===== src/rtl/tsens_i2c_pkg.sv =====
// Shared types for the temperature-sensor I2C target.
// Assumes: register addresses are byte wide; only the listed ones exist.
package tsens_i2c_pkg;

    // Protocol engine phases
    typedef enum logic [2:0] {
        ST_IDLE,     // waiting for START
        ST_ADDR,     // shifting in address byte
        ST_ADDR_ACK, // driving address ACK
        ST_WR_BYTE,  // shifting in pointer or data byte
        ST_WR_ACK,   // driving write ACK
        ST_RD_BYTE,  // shifting out read byte
        ST_RD_ACK    // sampling master ACK/NACK
    } tgt_state_e;

    localparam logic [7:0] REG_TEMP_HI  = 8'h00;
    localparam logic [7:0] REG_TEMP_LO  = 8'h01;
    localparam logic [7:0] REG_STATUS   = 8'h02;
    localparam logic [7:0] REG_LIMIT_HI = 8'h04;

    localparam logic [7:0] STATUS_READY = 8'h00;

endpackage


===== src/rtl/tsens_bus_sampler.sv =====
// Synchronizes SCL and SDA into the system clock domain and derives
// SCL edges plus START and STOP conditions.
// Assumes: clk is much faster than SCL; STAGES >= 2; both lines use the
// same depth so their relative order is kept.
module tsens_bus_sampler #(
    parameter int STAGES = 2
) (
    input  logic clk,
    input  logic rst_n,
    input  logic scl_i,
    input  logic sda_i,
    output logic scl_s,
    output logic sda_s,
    output logic scl_rise,
    output logic scl_fall,
    output logic start_det,
    output logic stop_det
);

    logic [STAGES-1:0] scl_pipe;
    logic [STAGES-1:0] sda_pipe;
    logic              scl_q;
    logic              sda_q;

    // Synchronizer chains; lines idle high
    always_ff @(posedge clk) begin
        if (!rst_n) begin
            scl_pipe <= '1;
            sda_pipe <= '1;
        end else begin
            scl_pipe <= {scl_pipe[STAGES-2:0], scl_i};
            sda_pipe <= {sda_pipe[STAGES-2:0], sda_i};
        end
    end

    assign scl_s = scl_pipe[STAGES-1];
    assign sda_s = sda_pipe[STAGES-1];

    // One-cycle history for edge detection
    always_ff @(posedge clk) begin
        if (!rst_n) begin
            scl_q <= 1'b1;
            sda_q <= 1'b1;
        end else begin
            scl_q <= scl_s;
            sda_q <= sda_s;
        end
    end

    assign scl_rise  = scl_s & ~scl_q;
    assign scl_fall  = ~scl_s & scl_q;
    assign start_det = scl_s & scl_q & sda_q & ~sda_s;
    assign stop_det  = scl_s & scl_q & ~sda_q & sda_s;

endmodule


===== src/rtl/tsens_i2c_engine.sv =====
// Byte-level I2C target protocol: address match, ACK generation, write
// byte capture and read byte shifting.
// Assumes: inputs come from tsens_bus_sampler; bits are sampled on SCL
// rise and SDA is only changed right after an SCL fall.
module tsens_i2c_engine
    import tsens_i2c_pkg::*;
#(
    parameter logic [6:0] DEV_ADDR = 7'h4B
) (
    input  logic       clk,
    input  logic       rst_n,
    input  logic       scl_s,
    input  logic       sda_s,
    input  logic       scl_rise,
    input  logic       scl_fall,
    input  logic       start_det,
    input  logic       stop_det,
    input  logic [7:0] rd_byte,
    output logic       sda_oe,
    output logic       snap_en,
    output logic       ptr_load,
    output logic       ptr_inc,
    output logic       wr_en,
    output logic [7:0] wr_data
);

    localparam int CNT_W = 4;
    localparam logic [CNT_W-1:0] BITS_PER_BYTE = CNT_W'(8);

    tgt_state_e       state;
    logic [CNT_W-1:0] bitcnt;
    logic [7:0]       shreg;
    logic             rw_q;
    logic             first_q;
    logic             more_q;
    logic             sda_oe_q;

    assign sda_oe  = sda_oe_q;
    assign wr_data = shreg;

    // Protocol sequencer: one transition per bus event
    always_ff @(posedge clk) begin
        if (!rst_n) begin
            state    <= ST_IDLE;
            bitcnt   <= '0;
            shreg    <= '0;
            rw_q     <= 1'b0;
            first_q  <= 1'b0;
            more_q   <= 1'b0;
            sda_oe_q <= 1'b0;
            snap_en  <= 1'b0;
            ptr_load <= 1'b0;
            ptr_inc  <= 1'b0;
            wr_en    <= 1'b0;
        end else begin
            snap_en  <= 1'b0;
            ptr_load <= 1'b0;
            ptr_inc  <= 1'b0;
            wr_en    <= 1'b0;
            if (start_det) begin
                state    <= ST_ADDR;
                bitcnt   <= '0;
                sda_oe_q <= 1'b0;
            end else if (stop_det) begin
                state    <= ST_IDLE;
                sda_oe_q <= 1'b0;
            end else begin
                case (state)
                    ST_IDLE: ;
                    ST_ADDR: begin
                        if (scl_rise) begin
                            shreg  <= {shreg[6:0], sda_s};
                            bitcnt <= bitcnt + CNT_W'(1);
                        end else if (scl_fall && bitcnt == BITS_PER_BYTE) begin
                            if (shreg[7:1] == DEV_ADDR) begin
                                sda_oe_q <= 1'b1;
                                rw_q     <= shreg[0];
                                snap_en  <= shreg[0];
                                state    <= ST_ADDR_ACK;
                            end else begin
                                sda_oe_q <= 1'b0;
                                state    <= ST_IDLE;
                            end
                        end
                    end
                    ST_ADDR_ACK: begin
                        if (scl_fall) begin
                            if (rw_q) begin
                                shreg    <= {rd_byte[6:0], 1'b0};
                                sda_oe_q <= ~rd_byte[7];
                                bitcnt   <= CNT_W'(1);
                                state    <= ST_RD_BYTE;
                            end else begin
                                sda_oe_q <= 1'b0;
                                bitcnt   <= '0;
                                first_q  <= 1'b1;
                                state    <= ST_WR_BYTE;
                            end
                        end
                    end
                    ST_WR_BYTE: begin
                        if (scl_rise) begin
                            shreg  <= {shreg[6:0], sda_s};
                            bitcnt <= bitcnt + CNT_W'(1);
                        end else if (scl_fall && bitcnt == BITS_PER_BYTE) begin
                            sda_oe_q <= 1'b1;
                            ptr_load <= first_q;
                            wr_en    <= ~first_q;
                            first_q  <= 1'b0;
                            state    <= ST_WR_ACK;
                        end
                    end
                    ST_WR_ACK: begin
                        if (scl_fall) begin
                            sda_oe_q <= 1'b0;
                            bitcnt   <= '0;
                            state    <= ST_WR_BYTE;
                        end
                    end
                    ST_RD_BYTE: begin
                        if (scl_fall) begin
                            if (bitcnt != BITS_PER_BYTE) begin
                                sda_oe_q <= ~shreg[7];
                                shreg    <= {shreg[6:0], 1'b0};
                                bitcnt   <= bitcnt + CNT_W'(1);
                            end else begin
                                sda_oe_q <= 1'b0;
                                ptr_inc  <= 1'b1;
                                state    <= ST_RD_ACK;
                            end
                        end
                    end
                    ST_RD_ACK: begin
                        if (scl_rise) begin
                            more_q <= ~sda_s;
                        end else if (scl_fall) begin
                            if (more_q) begin
                                shreg    <= {rd_byte[6:0], 1'b0};
                                sda_oe_q <= ~rd_byte[7];
                                bitcnt   <= CNT_W'(1);
                                state    <= ST_RD_BYTE;
                            end else begin
                                sda_oe_q <= 1'b0;
                                state    <= ST_IDLE;
                            end
                        end
                    end
                    default: state <= ST_IDLE;
                endcase
            end
        end
    end

    AST_SDA_CHANGES_SCL_LOW: assert property (@(posedge clk) disable iff (!rst_n)
        !$stable(sda_oe_q) |-> !$past(scl_s));

    AST_IDLE_RELEASED: assert property (@(posedge clk) disable iff (!rst_n)
        (state == ST_IDLE) |-> !sda_oe_q);

    AST_START_REARMS: assert property (@(posedge clk) disable iff (!rst_n)
        start_det |=> (state == ST_ADDR && bitcnt == '0));

    AST_FOREIGN_ADDR_IDLE: assert property (@(posedge clk) disable iff (!rst_n)
        (state == ST_ADDR && scl_fall && bitcnt == BITS_PER_BYTE && shreg[7:1] != DEV_ADDR)
        |=> (state == ST_IDLE && !sda_oe_q));

endmodule


===== src/rtl/tsens_regfile.sv =====
// Register pointer, high-limit register and temperature snapshot, with
// the combinational read multiplexer that feeds the protocol engine.
// Assumes: control inputs are single-cycle pulses from tsens_i2c_engine.
module tsens_regfile
    import tsens_i2c_pkg::*;
#(
    parameter int         TEMP_W      = 16,
    parameter logic [7:0] LIMIT_RESET = 8'h20
) (
    input  logic              clk,
    input  logic              rst_n,
    input  logic [TEMP_W-1:0] temp_word,
    input  logic              snap_en,
    input  logic              ptr_load,
    input  logic              ptr_inc,
    input  logic              wr_en,
    input  logic [7:0]        wr_data,
    output logic [7:0]        rd_byte
);

    localparam int HI_LSB = TEMP_W - 8;

    logic [7:0]        ptr_q;
    logic [7:0]        limit_q;
    logic [TEMP_W-1:0] snap_q;

    // Pointer: loaded by the first write byte, stepped after each data byte
    always_ff @(posedge clk) begin
        if (!rst_n) begin
            ptr_q <= REG_TEMP_HI;
        end else if (ptr_load) begin
            ptr_q <= wr_data;
        end else if (ptr_inc || wr_en) begin
            ptr_q <= ptr_q + 8'd1;
        end
    end

    // High-limit register: the only writable location
    always_ff @(posedge clk) begin
        if (!rst_n) begin
            limit_q <= LIMIT_RESET;
        end else if (wr_en && ptr_q == REG_LIMIT_HI) begin
            limit_q <= wr_data;
        end
    end

    // Temperature snapshot taken when a read address is acknowledged
    always_ff @(posedge clk) begin
        if (!rst_n) begin
            snap_q <= '0;
        end else if (snap_en) begin
            snap_q <= temp_word;
        end
    end

    // Read multiplexer for the byte under the pointer
    always_comb begin
        case (ptr_q)
            REG_TEMP_HI:  rd_byte = snap_q[TEMP_W-1:HI_LSB];
            REG_TEMP_LO:  rd_byte = snap_q[7:0];
            REG_STATUS:   rd_byte = STATUS_READY;
            REG_LIMIT_HI: rd_byte = limit_q;
            default:      rd_byte = 8'h00;
        endcase
    end

    AST_LIMIT_RESET_VALUE: assert property (@(posedge clk) disable iff (!rst_n)
        $past(!rst_n) |-> (limit_q == LIMIT_RESET));

    AST_PTR_SINGLE_STEP: assert property (@(posedge clk) disable iff (!rst_n)
        ((ptr_inc || wr_en) && !ptr_load) |=> (ptr_q == $past(ptr_q) + 8'd1));

    AST_OTHER_WRITE_KEEPS_LIMIT: assert property (@(posedge clk) disable iff (!rst_n)
        (wr_en && ptr_q != REG_LIMIT_HI) |=> $stable(limit_q));

endmodule


===== src/rtl/tsens_i2c_target.sv =====
// Top level of the temperature-sensor I2C target: bus sampler, protocol
// engine and register file.
// Assumes: SCL and SDA are open-drain lines; the caller ANDs sda_oe into
// the bus as an active pull-down.
module tsens_i2c_target #(
    parameter logic [6:0] DEV_ADDR    = 7'h4B,
    parameter int         SYNC_STAGES = 2,
    parameter int         TEMP_W      = 16,
    parameter logic [7:0] LIMIT_RESET = 8'h20
) (
    input  logic              clk,
    input  logic              rst_n,
    input  logic              scl_i,
    input  logic              sda_i,
    output logic              sda_oe,
    input  logic [TEMP_W-1:0] temp_word
);

    logic       scl_s, sda_s, scl_rise, scl_fall, start_det, stop_det;
    logic       snap_en, ptr_load, ptr_inc, wr_en;
    logic [7:0] wr_data, rd_byte;

    tsens_bus_sampler #(.STAGES(SYNC_STAGES)) u_sampler (
        .clk       (clk),
        .rst_n     (rst_n),
        .scl_i     (scl_i),
        .sda_i     (sda_i),
        .scl_s     (scl_s),
        .sda_s     (sda_s),
        .scl_rise  (scl_rise),
        .scl_fall  (scl_fall),
        .start_det (start_det),
        .stop_det  (stop_det)
    );

    tsens_i2c_engine #(.DEV_ADDR(DEV_ADDR)) u_engine (
        .clk       (clk),
        .rst_n     (rst_n),
        .scl_s     (scl_s),
        .sda_s     (sda_s),
        .scl_rise  (scl_rise),
        .scl_fall  (scl_fall),
        .start_det (start_det),
        .stop_det  (stop_det),
        .rd_byte   (rd_byte),
        .sda_oe    (sda_oe),
        .snap_en   (snap_en),
        .ptr_load  (ptr_load),
        .ptr_inc   (ptr_inc),
        .wr_en     (wr_en),
        .wr_data   (wr_data)
    );

    tsens_regfile #(.TEMP_W(TEMP_W), .LIMIT_RESET(LIMIT_RESET)) u_regs (
        .clk       (clk),
        .rst_n     (rst_n),
        .temp_word (temp_word),
        .snap_en   (snap_en),
        .ptr_load  (ptr_load),
        .ptr_inc   (ptr_inc),
        .wr_en     (wr_en),
        .wr_data   (wr_data),
        .rd_byte   (rd_byte)
    );

endmodule


===== config.mk =====
export PLATFORM = sky130hd
export DESIGN_NAME = tsens_i2c_target
export DESIGN_NICKNAME = d
export VERILOG_FILES = /design/src/rtl/tsens_i2c_pkg.sv /design/src/rtl/tsens_bus_sampler.sv /design/src/rtl/tsens_i2c_engine.sv /design/src/rtl/tsens_regfile.sv /design/src/rtl/tsens_i2c_target.sv
export SDC_FILE = /design/constraint.sdc
export NUM_CORES = 1
export LEC_CHECK = 0
export BUFFER_PORTS_ARGS = -buffer_cell sky130_fd_sc_hd__buf_2
export CAP_MARGIN = 40
export CORE_ASPECT_RATIO = 2
export CORE_MARGIN = 2
export CORE_UTILIZATION = 40
export CTS_CLUSTER_DIAMETER = 150
export CTS_CLUSTER_SIZE = 40
export DETAILED_ROUTE_END_ITERATION = 16
export HOLD_SLACK_MARGIN = 0.06
export REMOVE_ABC_BUFFERS = 1
export SYNTH_ARGS = -nofsm -noshare
export SYNTH_HDL_FRONTEND = slang
export SYNTH_SLANG_ARGS = --single-unit

===== constraint.sdc =====
create_clock -name clk -period 2.31 [get_ports clk]
set_clock_uncertainty 0.1 [all_clocks]
set_input_delay 0.231 -clock clk [delete_from_list [all_inputs] [get_ports clk]]
set_output_delay 0.231 -clock clk [all_outputs]
set_load 0.1 [all_outputs]

# Word level (Yosys, flattened, before mapping)
# Cells that the tools add are included.
dict set report totals {
  regBits 61
  inputBits 20
  output_inout_bits 1
  wordCells 165
}
dict set report op_classes {
  n_mux 58
  bitwise_logic 25
  n_addsub 2
  eq_ne 37
  n_reduce_logical 24
}
# cell count
set ops {}
lappend ops {{$mux 8} 10}
lappend ops {{$mux 3} 12}
lappend ops {{$reduce_and 11->1} 3}
lappend ops {{$mux 4} 8}
lappend ops {{$pmux 8 s4} 1}
lappend ops {{$ne 4x3->1 const B} 6}
lappend ops {{$pmux 8 s3} 1}
lappend ops {{$mux 1} 21}
lappend ops {{$pmux 3 s7} 1}
lappend ops {{$ne 2x1->1 const B} 10}
lappend ops {{$ne 4x4->1 const B} 5}
lappend ops {{$pmux 4 s5} 1}
lappend ops {{$reduce_and 10->1} 2}
lappend ops {{$not 1->1} 18}
lappend ops {{$ne 2x2->1 const B} 5}
lappend ops {{$eq 3x3->1 const B} 3}
lappend ops {{$add 8x1->8 const B} 1}
lappend ops {{$eq 8x1->1 const B} 1}
lappend ops {{$eq 8x3->1 const B} 1}
lappend ops {{$logic_not 8->1} 1}
lappend ops {{$and 1x1->1} 7}
lappend ops {{$eq 7x7->1 const B} 1}
lappend ops {{$reduce_and 7->1} 1}
lappend ops {{$reduce_or 7->1} 1}
lappend ops {{other kinds (21)} 25}

# Logic depth before layout (Yosys ltp)
# Gate-level depths: netlist of run 1.
dict set report depth {
  word_depth 8
  mapped_depth 8
  ltp_nobuf 7
}

# Hierarchy
# From an unflattened synthesis of run 1, not the netlist that was laid out.
dict set report unflattened {
  hier_cells 373
  hier_area_um2 3255.6
}
# module cells_per_inst seq_area_each_um2 instances area_each_um2
set modules_own_cells {}
lappend modules_own_cells {tsens_regfile 172 640.6 1 1550.2}
lappend modules_own_cells {tsens_i2c_engine 185 460.4 1 1515.2}
lappend modules_own_cells {tsens_bus_sampler 16 120.1 1 190.2}

# Worst setup path after synthesis of run 1
# Ideal clock, no wire load.
dict set report synth_timing {
  path_type {flip-flop to flip-flop}
  startpoint {register u_sampler.scl_q}
  endpoint {register u_engine.shreg[6], in the netlist u_engine.wr_data[6]}
  setup_time_ns 0.075
  synth_period_minus_slack_ns 1.876
  arrival_time_ns 1.700
  t_required_ns 2.135
  path_slack_ns 0.434
  path_buffers 1
  stages_incl_launch_ff 7
  cell_sequence {dfxtp_1 -> or3b_1 -> a21oi_2 -> a211oi_2 -> or4_1 -> buf_2 -> o22ai_2}
}
dict set report synth_between {
  elab_chain_cells 5
  elab_cells_between_ends 16
  cone_classes {eq/ne: 5; bitwise: 10; reduce/logical: 1}
}
# item line
set synth_rtl {}
lappend synth_rtl {{from (decl)} tsens_bus_sampler.sv:22} ;# logic scl_q;
lappend synth_rtl {{from (signal assigned)} tsens_bus_sampler.sv:45} ;# scl_q <= scl_s;
lappend synth_rtl {{$and 1x1->1} {tsens_bus_sampler.sv:52, tsens_bus_sampler.sv:53}}
lappend synth_rtl {{$and 1x1->1, on equally long branches (2 in series)} {tsens_bus_sampler.sv:53, tsens_bus_sampler.sv:52}}
lappend synth_rtl {{$not 1->1 (no line)} --}
lappend synth_rtl {{$reduce_and 11->1 (no line) *} --}
lappend synth_rtl {{to (signal assigned)} tsens_i2c_engine.sv:72} ;# shreg <= {shreg[6:0], sda_s};
lappend synth_rtl {{to (signal assigned)} tsens_i2c_engine.sv:89} ;# shreg <= {rd_byte[6:0], 1'b0};
lappend synth_rtl {{to (signal assigned)} tsens_i2c_engine.sv:103} ;# shreg <= {shreg[6:0], sda_s};
lappend synth_rtl {{to (decl)} tsens_i2c_engine.sv:32} ;# logic [7:0] shreg;
# Mark *: on every way between the ends. The rest lies on a longest branch, timed or not.
# A chain may end at the register's enable or synchronous reset.

# Worst setup path after layout of run 1
dict set report layout_timing {
  startpoint {register u_sampler.scl_q}
  endpoint {register u_engine.state[2]}
}
dict set report layout_between {
  elab_chain_cells 4
  elab_cells_between_ends 20
  cone_classes {eq/ne: 9; bitwise: 8; reduce/logical: 3}
}
# item line
set layout_rtl {}
lappend layout_rtl {{$and 1x1->1, or another cell as far along} tsens_bus_sampler.sv:51} ;# assign scl_fall = ~scl_s & scl_q;
lappend layout_rtl {{$logic_and 1x1->1, or another cell as far along} {tsens_i2c_engine.sv:74, tsens_i2c_engine.sv:105}}
lappend layout_rtl {{$ne 2x1->1 (no line), or another cell as far along} --}
lappend layout_rtl {{$reduce_and 11->1 (no line) or $reduce_or 3->1 (tied branches)} --}
lappend layout_rtl {{to (signal assigned)} tsens_i2c_engine.sv:79} ;# state <= ST_ADDR_ACK;
lappend layout_rtl {{to (signal assigned)} tsens_i2c_engine.sv:82} ;# state <= ST_IDLE;
lappend layout_rtl {{to (signal assigned)} tsens_i2c_engine.sv:110} ;# state <= ST_WR_ACK;
lappend layout_rtl {{to (decl)} tsens_i2c_engine.sv:30} ;# tgt_state_e state;
# Parallel ways exist; a longest one is shown, timed or not.

==> results of run 1 <==
## sequential cells by signal, indices dropped and copies added, names as in the netlist, 2 cells and up
| name | flops |
|---|---|
| u_engine.bitcnt | 4 |
| u_engine.state | 3 |
| u_engine.wr_data | 8 |
| u_regs.limit_q | 8 |
| u_regs.ptr_q | 8 |
| u_regs.snap_q | 16 |
| u_sampler.scl_pipe | 2 |
| u_sampler.sda_pipe | 2 |
## logic make-up (layout without fill, tap and decap cells)
family                     Yosys count  in the layout  share of synthesized area [%]
and+or+nand+nor                    131            131                           23.2
xor gates and xnor gates             7              7                           2.03
buffers and inverters               33             77                           4.19
DFF                                 61             61                           40.5
muxes                               31             31                           10.3
adders and majority gates            5              5                           2.08
AOI/OAI and AO/OA                   78             78                           17.7
## metrics by stage
stage / hold WS (ns) / area, um2 / utilization (%) / instances / setup WS (ns)
floorplan: 0.193 / 2920 / - / 323 / 0.302
global placement: 0.290 / 3280 / 45.2 / 454 / 0.177
detailed placement: 0.298 / 3280 / 45.2 / 454 / 0.162
CTS: 0.0602 / 3710 / 51.1 / 482 / 0.133
global route: 0.0930 / 3710 / 51.1 / 482 / 0.00920
finish: 0.0691 / 3710 / 51.1 / 482 / 0.0959
## path summary, 6_finish.rpt
kind | from | endpoint | slack, ns
worst max-delay path | u_sampler.scl_q | u_engine.state[2] | 0.1
worst min-delay path | temp_word[8] | u_regs.snap_q[8] | 0.07
worst max register to register | u_sampler.scl_q | u_engine.state[2] | 0.1
worst min register to register | u_sampler.sda_pipe[0] | u_sampler.sda_pipe[1] | 0.31
## worst min-delay path, cell delays in order
cell and delay (ns):
buf_2 0.08, mux2i_1 0.06, nor2b_1 0.09
## what timing repair did
item / in CTS / in global routing
hold buffers: 12 / 0
hold endpoints to repair: 12 / 0
buffers inserted: 0 / 0
## power breakdown
| group | internal [mW] | total, mW | switching [mW] |
|---|---|---|---|
| sequential | 1.06 | 1.06 | 0.00557 |
| combinational | 0.0648 | 0.134 | 0.0690 |
| clock | 0.892 | 1.36 | 0.466 |
| total | 2.02 | 2.56 | 0.540 |
## cell usage in the layout (no fill, tap or decap), types with 12 or more instances in the layout
| master | Yosys | routed |
|---|---|---|
| nor2b_1 | 22 | 22 |
| buf_4 | 0 | 19 |
| a22oi_1 | 15 | 15 |
| mux2i_1 | 30 | 30 |
| dlygate4sd3_1 | 0 | 12 |
| buf_2 | 2 | 20 |
| nand2_1 | 26 | 26 |
| nand3_1 | 15 | 15 |
| dfxtp_1 | 61 | 61 |
| o21ai_0 | 22 | 22 |
| nor2_1 | 28 | 28 |
## layout make-up
class | count | area (um2) | share of cell area, %
Clock inverter | 5 | 58.8 | 1.58
Sequential cell | 61 | 1220 | 32.9
Tap cell | 92 | 115 | 3.10
Multi-Input combinational cell | 252 | 1670 | 44.8
Clock buffer | 11 | 253 | 6.81
Inverter | 10 | 37.5 | 1.01
Timing Repair Buffer | 51 | 363 | 9.77
## per-layer routing
layer / part of all wire, % / vias to the layer above
met4: 3.7 / 0
met3: 2.5 / 23
met2: 58 / 49
met5: 0 / -
li1: - / 1316
met1: 36 / 1237
==> results.cfg, run 1 <==
[worst_setup_path]
cp.buffers_inverters = 1
crit_family = compound AO/OA/AOI/OAI gates
path_cells = or2b_1, or2_2, a21boi_0, buf_4, a21oi_1, a311oi_1
cp_data_arrival_time_ns = 2.33
cpMaxStageDelayCell = dfxtp_1
cpPeakStageDelay_ns = 0.42
critPathCaptureType = flop
required_ns = 2.43
worstSetupPathDepth = 6
cp-start-kind = flop
critPathMaxFanout = 8
rr_worst_depth = 6
crit_type = flop to flop

[sta]
relSlewSlack_pct = 59.9
drv_slew = 0
hold_viol = 0
fin_crit_ns = 2.21
tightestPinTransition_ns = 0.600
timing.fmax_ghz = 0.452
fin_tns_setup_ns = 0
rsz0062_at_grt = no
setup_viol = 0
post-route-period-util_pct = 95.8

[cts]
cts_num_sinks = 61
ctsHtreeMaxLevel = 3
cts_made_buffers = 9
root_buffer = clkbuf_16
clk_latency_ns = 0.33
cts_resized = 0
cts.clk_slew.worst_paths_ns = 0.05
cts_tree = done
clock_path_buffers = 2

[cells_and_area]
synthToLayoutAreaGrowth_pct = 23.3
drive_above_1_share_pct = 15.9
fin_nets = 410
fillCellCount = 720
num_antenna_cells = 0

[global_routing]
overflow = 0
grt_use_met1_pct = 18.8
grt_max_degree = 38
grt_util_met3_pct = 4.17
grt.total_usage_pct = 19.9
grt_pass1_wl_um = 12400
use_met2_pct = 37.2
antenna_found_initial = 0
grt_pass1_vias = 2642
busiest_layer = met2

[yosys]
synthCells = 346
ys.warnings.count = 0
ys.flop_type = dfxtp_1
ys_async_sr_fraction_pct = 0
syn_area_um2 = 3010
seq_area_frac_synth_pct = 40.5
synth_enable_flop_cells = 0
synth_common_cells = 61 x dfxtp_1, 30 x mux2i_1, 28 x nor2_1, 26 x nand2_1
yosys.cell_count.top_type = dfxtp_1
syn_area_per_cell_um2 = 8.71
ys_ff_latch = 61
synth_cell_types = 54
synth_top_area_share_pct = 40.5
synth_top_cell_by_area = dfxtp_1
synth.area.top_cells = dfxtp_1 41%, mux2i_1 10%, nor2b_1 4.6%

[flow_run]
drv_cap = 0

[floorplanning]
fp.dieArea_um2 = 8280
die-height_um = 127
start_util_pct = 41.5
num_io_pins = 21
std_cell_rows = 44
die_x_um = 65.4
fp.coreArea_um2 = 7270

[route]
routed_wl_um = 7690
wl_per_cell_um = 15.9
antenna_left = 0
drt_iter0_markers = 176
vias = 2625
drc = 0
via_per_inst = 5.45
firstDrtPassIters = 4

[hold_path]
hold_class = primary input to flop
min_path_cells = 3

[pwr]
peakVddDrop_mv = 0.372
power_mw = 2.56
p_per_area_nw_per_um2 = 688
leakage_nw = 1.32

[placed_design]
port_buffers = 20
gp_congestion = 0.834
dp_hpwl_um = 5610

[status]
outcome = finished clean
Note: power is estimated with default switching activity, not from simulation.
==> run 2, diff against run 1 <==
--- a/config.mk
+++ b/config.mk
@@ -10,6 +10,7 @@
 export CORE_ASPECT_RATIO = 2
 export CORE_MARGIN = 2
 export CORE_UTILIZATION = 40
+export CTS_BUF_LIST = sky130_fd_sc_hd__clkbuf_16
 export CTS_CLUSTER_DIAMETER = 150
 export CTS_CLUSTER_SIZE = 40
 export DETAILED_ROUTE_END_ITERATION = 16
==> run 2 against run 1 <==
Effect of this change:
- fmax down 0.19%
- design area decreased by 0.81%
- flip-flop and latch count unchanged
- power decreased by 2.7%
- die area unchanged
- worst setup slack got worse by 0.0043 ns
- sequential power hardly changed
- sequential share of layout area grew 0.27 points
- largest cell class unchanged
==> results.cfg, run 2 (synthesis gave the netlist of run 1 again) <==
[cells_and_area]
fin_util_pct = 50.7
fillCellCount = 721
mostFrequentLayoutCell = dfxtp_1
synthToLayoutAreaGrowth_pct = 22.3
num_antenna_cells = 0
ff_latch_area_um2 = 1220
top_register = u_regs.snap_q
drive_above_1_share_pct = 15.4
final_cell_mix = 61 x dfxtp_1, 30 x mux2i_1, 28 x nor2_1
fin_nets = 409
multi_input_area_um2 = 1670
largest_reg_flops = 16

[placed_design]
port_buffers = 20
dp_hpwl_um = 5610
gp_congestion = 0.834

[worst_setup_path]
critPathMaxFanout = 8
worstReg2RegEnd = u_engine.state[2]
cp-start-kind = flop
rr_worst_depth = 6
reg2reg_slack_ns = 0.09
required_ns = 2.42
cp_data_arrival_time_ns = 2.33
critPathCaptureType = flop
r2r-start = u_sampler.scl_q
crit_type = flop to flop

[status]
outcome = finished clean

[route]
wl_per_cell_um = 15.9
drt_iter0_markers = 180
firstDrtPassIters = 4
drc = 0
vias = 2634
routed_wl_um = 7660
antenna_left = 0
via_per_inst = 5.48

[pwr]
seqPwrFrac_pct = 42.8
p_per_area_nw_per_um2 = 675
internal-power_mw = 1.95
pwr-share-clk_pct = 51.9
peakVddDrop_mv = 0.408
leakage_nw = 1.31
p_comb_share_pct = 5.3
power_switching_mw = 0.540
switching_share_pct = 21.7

[cts]
ctsHoldBuffers = 11
clk_latency_ns = 0.32
cts.clk_slew.worst_paths_ns = 0.05
cts_made_buffers = 9
cts_num_sinks = 61
ctsHtreeMaxLevel = 3
cts_resized = 0
cts_tree = done
root_buffer = clkbuf_16
clock_path_buffers = 2
cts_setup_buffers = 0

[floorplanning]
die_x_um = 65.4
num_io_pins = 21
std_cell_rows = 44
fp.coreArea_um2 = 7270
start_util_pct = 41.5
fp.dieArea_um2 = 8280
die-height_um = 127

[sta]
fin_tns_setup_ns = 0
hold_viol = 0
post-route-period-util_pct = 96.0
rsz0062_at_grt = no
setup_viol = 0
relSlewSlack_pct = 59.5
timing.fmax_ghz = 0.451
drv_slew = 0
fin_crit_ns = 2.22
tightestPinTransition_ns = 0.607

[global_routing]
grt.total_usage_pct = 19.8
overflow = 0
grt_pass1_wl_um = 12400
antenna_found_initial = 0
grt_max_degree = 38
grt_pass1_vias = 2655

[hold_path]
hold_class = primary input to flop
hp-start = temp_word[9]
min_path_cells = 3
worstHoldEndpoint = u_regs.snap_q[9]

[flow_run]
drv_cap = 0
==> run 2: how the worst max path moves through the flow <==
stage,startpoint,endpoint,depth (start not counted)
finish,u_sampler.scl_q,u_engine.state[2],6
global route,u_sampler.scl_q,u_engine.state[2],6
CTS,u_sampler.scl_q,u_engine.state[2],6
detailed placement,u_sampler.scl_q,u_engine.state[2],6
global placement,u_sampler.scl_q,u_engine.state[2],6
floorplan,u_engine.state[0],u_engine.wr_data[6],5
==> run 2: worst max-delay path, cell delays in order, from the launching register on <==
cell	delay, ns
dfxtp_1	0.42
or2b_1	0.32
or2_2	0.35
a21boi_0	0.34
buf_4	0.20
a21oi_1	0.06
a311oi_1	0.31
==> run 2: final cells by class <==
class                           instances  area share (%)
Inverter                               10            1.02
Timing Repair Buffer                   50            9.58
Tap cell                               92            3.12
Clock buffer                            9            6.11
Multi-Input combinational cell        252            45.2
Clock inverter                          7            1.80
Sequential cell                        61            33.2
==> run 2: power by group through the flow <==
stage	combinational, mW	clock [mW]	sequential [mW]
6_report	0.133	1.29	1.06
5_1_grt	0.145	1.37	1.06
4_1_cts	0.133	1.32	1.06
3_5_place_dp	0.119	0	1.09
3_3_place_gp	0.118	0	1.09
2_1_floorplan	0.0553	0	1.09
==> run 2: routing by layer <==
layer	part of all wire [%]	global-route usage [%]	up-vias	wire [um]
met5	0	0	-	0
met3	2.7	4.17	25	206
met2	56	36.8	63	4320
met4	4.0	12.5	0	307
met1	37	18.8	1236	2830
li1	-	-	1310	-
==> run 2: through the flow <==
| step | cells | cell area, um2 | hold slack (ns) | power, mW | setup WS [ns] |
|---|---|---|---|---|---|
| 2_1_floorplan | 323 | 2920 | 0.193 | 1.14 | 0.302 |
| 3_3_place_gp | 454 | 3280 | 0.290 | 1.20 | 0.177 |
| 3_5_place_dp | 454 | 3280 | 0.298 | 1.20 | 0.162 |
| 4_1_cts | 481 | 3680 | 0.0600 | 2.52 | 0.133 |
| 5_1_grt | 481 | 3680 | 0.0662 | 2.58 | 0.00926 |
| 6_report | 481 | 3680 | 0.0715 | 2.49 | 0.0916 |
==> run 3, diff against run 2 <==
--- a/config.mk
+++ b/config.mk
@@ -16,6 +16,7 @@
 export DETAILED_ROUTE_END_ITERATION = 16
 export HOLD_SLACK_MARGIN = 0.06
 export REMOVE_ABC_BUFFERS = 1
+export SETUP_SLACK_MARGIN = 0.2
 export SYNTH_ARGS = -nofsm -noshare
 export SYNTH_HDL_FRONTEND = slang
 export SYNTH_SLANG_ARGS = --single-unit
==> constraint.sdc (replaced) <==
create_clock -name clk -period 2.85 [get_ports clk]
set_clock_uncertainty 0.1 [all_clocks]
set_input_delay 0.285 -clock clk [delete_from_list [all_inputs] [get_ports clk]]
set_output_delay 0.285 -clock clk [all_outputs]
set_load 0.1 [all_outputs]
==> run 3 against run 2 <==
Effect of this change:
- flip-flop and latch count stayed put
- power fell by 13%
- die area unchanged
- non-clock buffer count fell by 22
- critical endpoint is now u_engine.wr_data[2]
- largest cell class unchanged
- largest power group unchanged
- highest routed layer unchanged
==> results.cfg, run 3 (synthesis gave the netlist of run 1 again) <==
[sta]
hold_viol = 0
rsz0062_at_grt = no
drv_slew = 0
relSlewSlack_pct = 51.8
post-route-period-util_pct = 79.6
setup_viol = 0
tightestPinTransition_ns = 0.717
fin_crit_ns = 2.27
fin_tns_setup_ns = 0
timing.fmax_ghz = 0.441

[route]
drc = 0
vias = 2558
top_layer = met4
dr_wl_met3_um = 208
antenna_left = 0
routed_wl_um = 7720
via_per_inst = 5.59
firstDrtPassIters = 4
drt_iter0_markers = 220
met2_length_um = 4300
wl_per_cell_um = 16.9
drt-met1-wl_um = 2870

[floorplanning]
num_io_pins = 21
std_cell_rows = 44
start_util_pct = 41.5
fp.coreArea_um2 = 7270
die-height_um = 127
fp.dieArea_um2 = 8280
die_x_um = 65.4

[pwr]
p_comb_share_pct = 3.9
leakage_nw = 1.23
pwr-share-clk_pct = 55.8
internal-power_mw = 1.73
power_switching_mw = 0.421
seqPwrFrac_pct = 40.3
peakVddDrop_mv = 0.254
switching_share_pct = 19.6
power_mw = 2.16
p_per_area_nw_per_um2 = 609

[cts]
cts_tree = done
cts_made_buffers = 9
cts_num_sinks = 61
cts_setup_buffers = 0
clock_path_buffers = 2
cts.clk_slew.worst_paths_ns = 0.05
root_buffer = clkbuf_16
clk_latency_ns = 0.33
ctsHtreeMaxLevel = 3

[cells_and_area]
fin_nets = 387
num_antenna_cells = 0
final_cell_mix = 61 x dfxtp_1, 30 x mux2i_1, 28 x nor2_1
mostFrequentLayoutCell = dfxtp_1
synthToLayoutAreaGrowth_pct = 17.5
largest_reg_flops = 16
top_register = u_regs.snap_q
drive_above_1_share_pct = 12.6

[hold_path]
hold_class = primary input to flop

[flow_run]
drv_cap = 0

[worst_setup_path]
critPathCaptureType = flop
critPathMaxFanout = 21
required_ns = 2.99
cp-start-kind = flop
crit_type = flop to flop
cp_data_arrival_time_ns = 2.41

[placed_design]
gp_congestion = 0.883
dp_hpwl_um = 5620
port_buffers = 20

[global_routing]
overflow = 0
grt_max_degree = 26
grt_pass1_vias = 2548
grt_pass1_wl_um = 12500
antenna_found_initial = 0
grt.total_usage_pct = 20.2

[status]
outcome = finished clean
-- run 3: cell types whose count changed in the layout (fill, tap and decap cells not counted), sizes merged --
cell	previous run	this run
buf	39	26
clkinvlp	2	0
bufinv	1	3
dlygate4sd3	11	2
clkinv	5	4
-- run 3: cell type report --
class / count / area, um2
fill: 719 / 3730
multi-input combinational: 252 / 1670
sequential: 61 / 1220
clock buffer: 9 / 225
timing repair buffer: 28 / 173
tap: 92 / 115
clock inverter: 6 / 103
inverter: 10 / 37.5
-- run 3: per-stage QoR --
step | area (um2) | worst slack [ns] | util, % | instances | hold slack, ns
detailed placement | 3190 | 0.598 | 43.9 | 441 | 0.296
finish | 3540 | 0.581 | 48.7 | 458 | 0.0952
global route | 3540 | 0.461 | 48.7 | 458 | 0.0982
global placement | 3180 | 0.566 | 43.7 | 440 | 0.294
floorplan | 2920 | 0.842 | - | 323 | 0.247
CTS | 3540 | 0.592 | 48.7 | 458 | 0.0914
-- run 3: power groups by stage --
| stage | registers (mW) | logic (mW) | clock network [mW] |
|---|---|---|---|
| 6_report | 0.868 | 0.0849 | 1.20 |
| 3_3_place_gp | 0.885 | 0.0819 | 0 |
| 4_1_cts | 0.867 | 0.0853 | 1.23 |
| 3_5_place_dp | 0.885 | 0.0829 | 0 |
| 2_1_floorplan | 0.882 | 0.0448 | 0 |
| 5_1_grt | 0.868 | 0.0931 | 1.28 |
-- run 3: what timing repair did --
action,CTS,global route
gates resized for setup,0,0
hold buffers,2,0
endpoints found under the hold margin,2,0
-- run 3: worst paths after layout --
check | to | slack [ns] | start | cells past startpoint
max reg2reg | u_engine.wr_data[2] | 0.58 | u_engine.state[0] | 5
min reg2reg | u_sampler.scl_pipe[1] | 0.31 | u_sampler.scl_pipe[0] | 1
min | u_regs.snap_q[11] | 0.1 | temp_word[11] | 3
max | u_engine.wr_data[2] | 0.58 | u_engine.state[0] | 5
-- run 3: metal layers --
layer / up-vias / global-route usage, %
met3: 24 / 4.26
li1: 1265 / -
met5: - / 0
met4: 0 / 11.5
met2: 58 / 37.3
met1: 1211 / 20.0
-- run 3: worst max-delay path, stage by stage (launching register included) --
cell and delay [ns]:
dfxtp_1 0.51, or3b_1 0.47, a21oi_2 0.15, a211oi_2 0.09, or4_1 0.70, o22ai_1 0.17
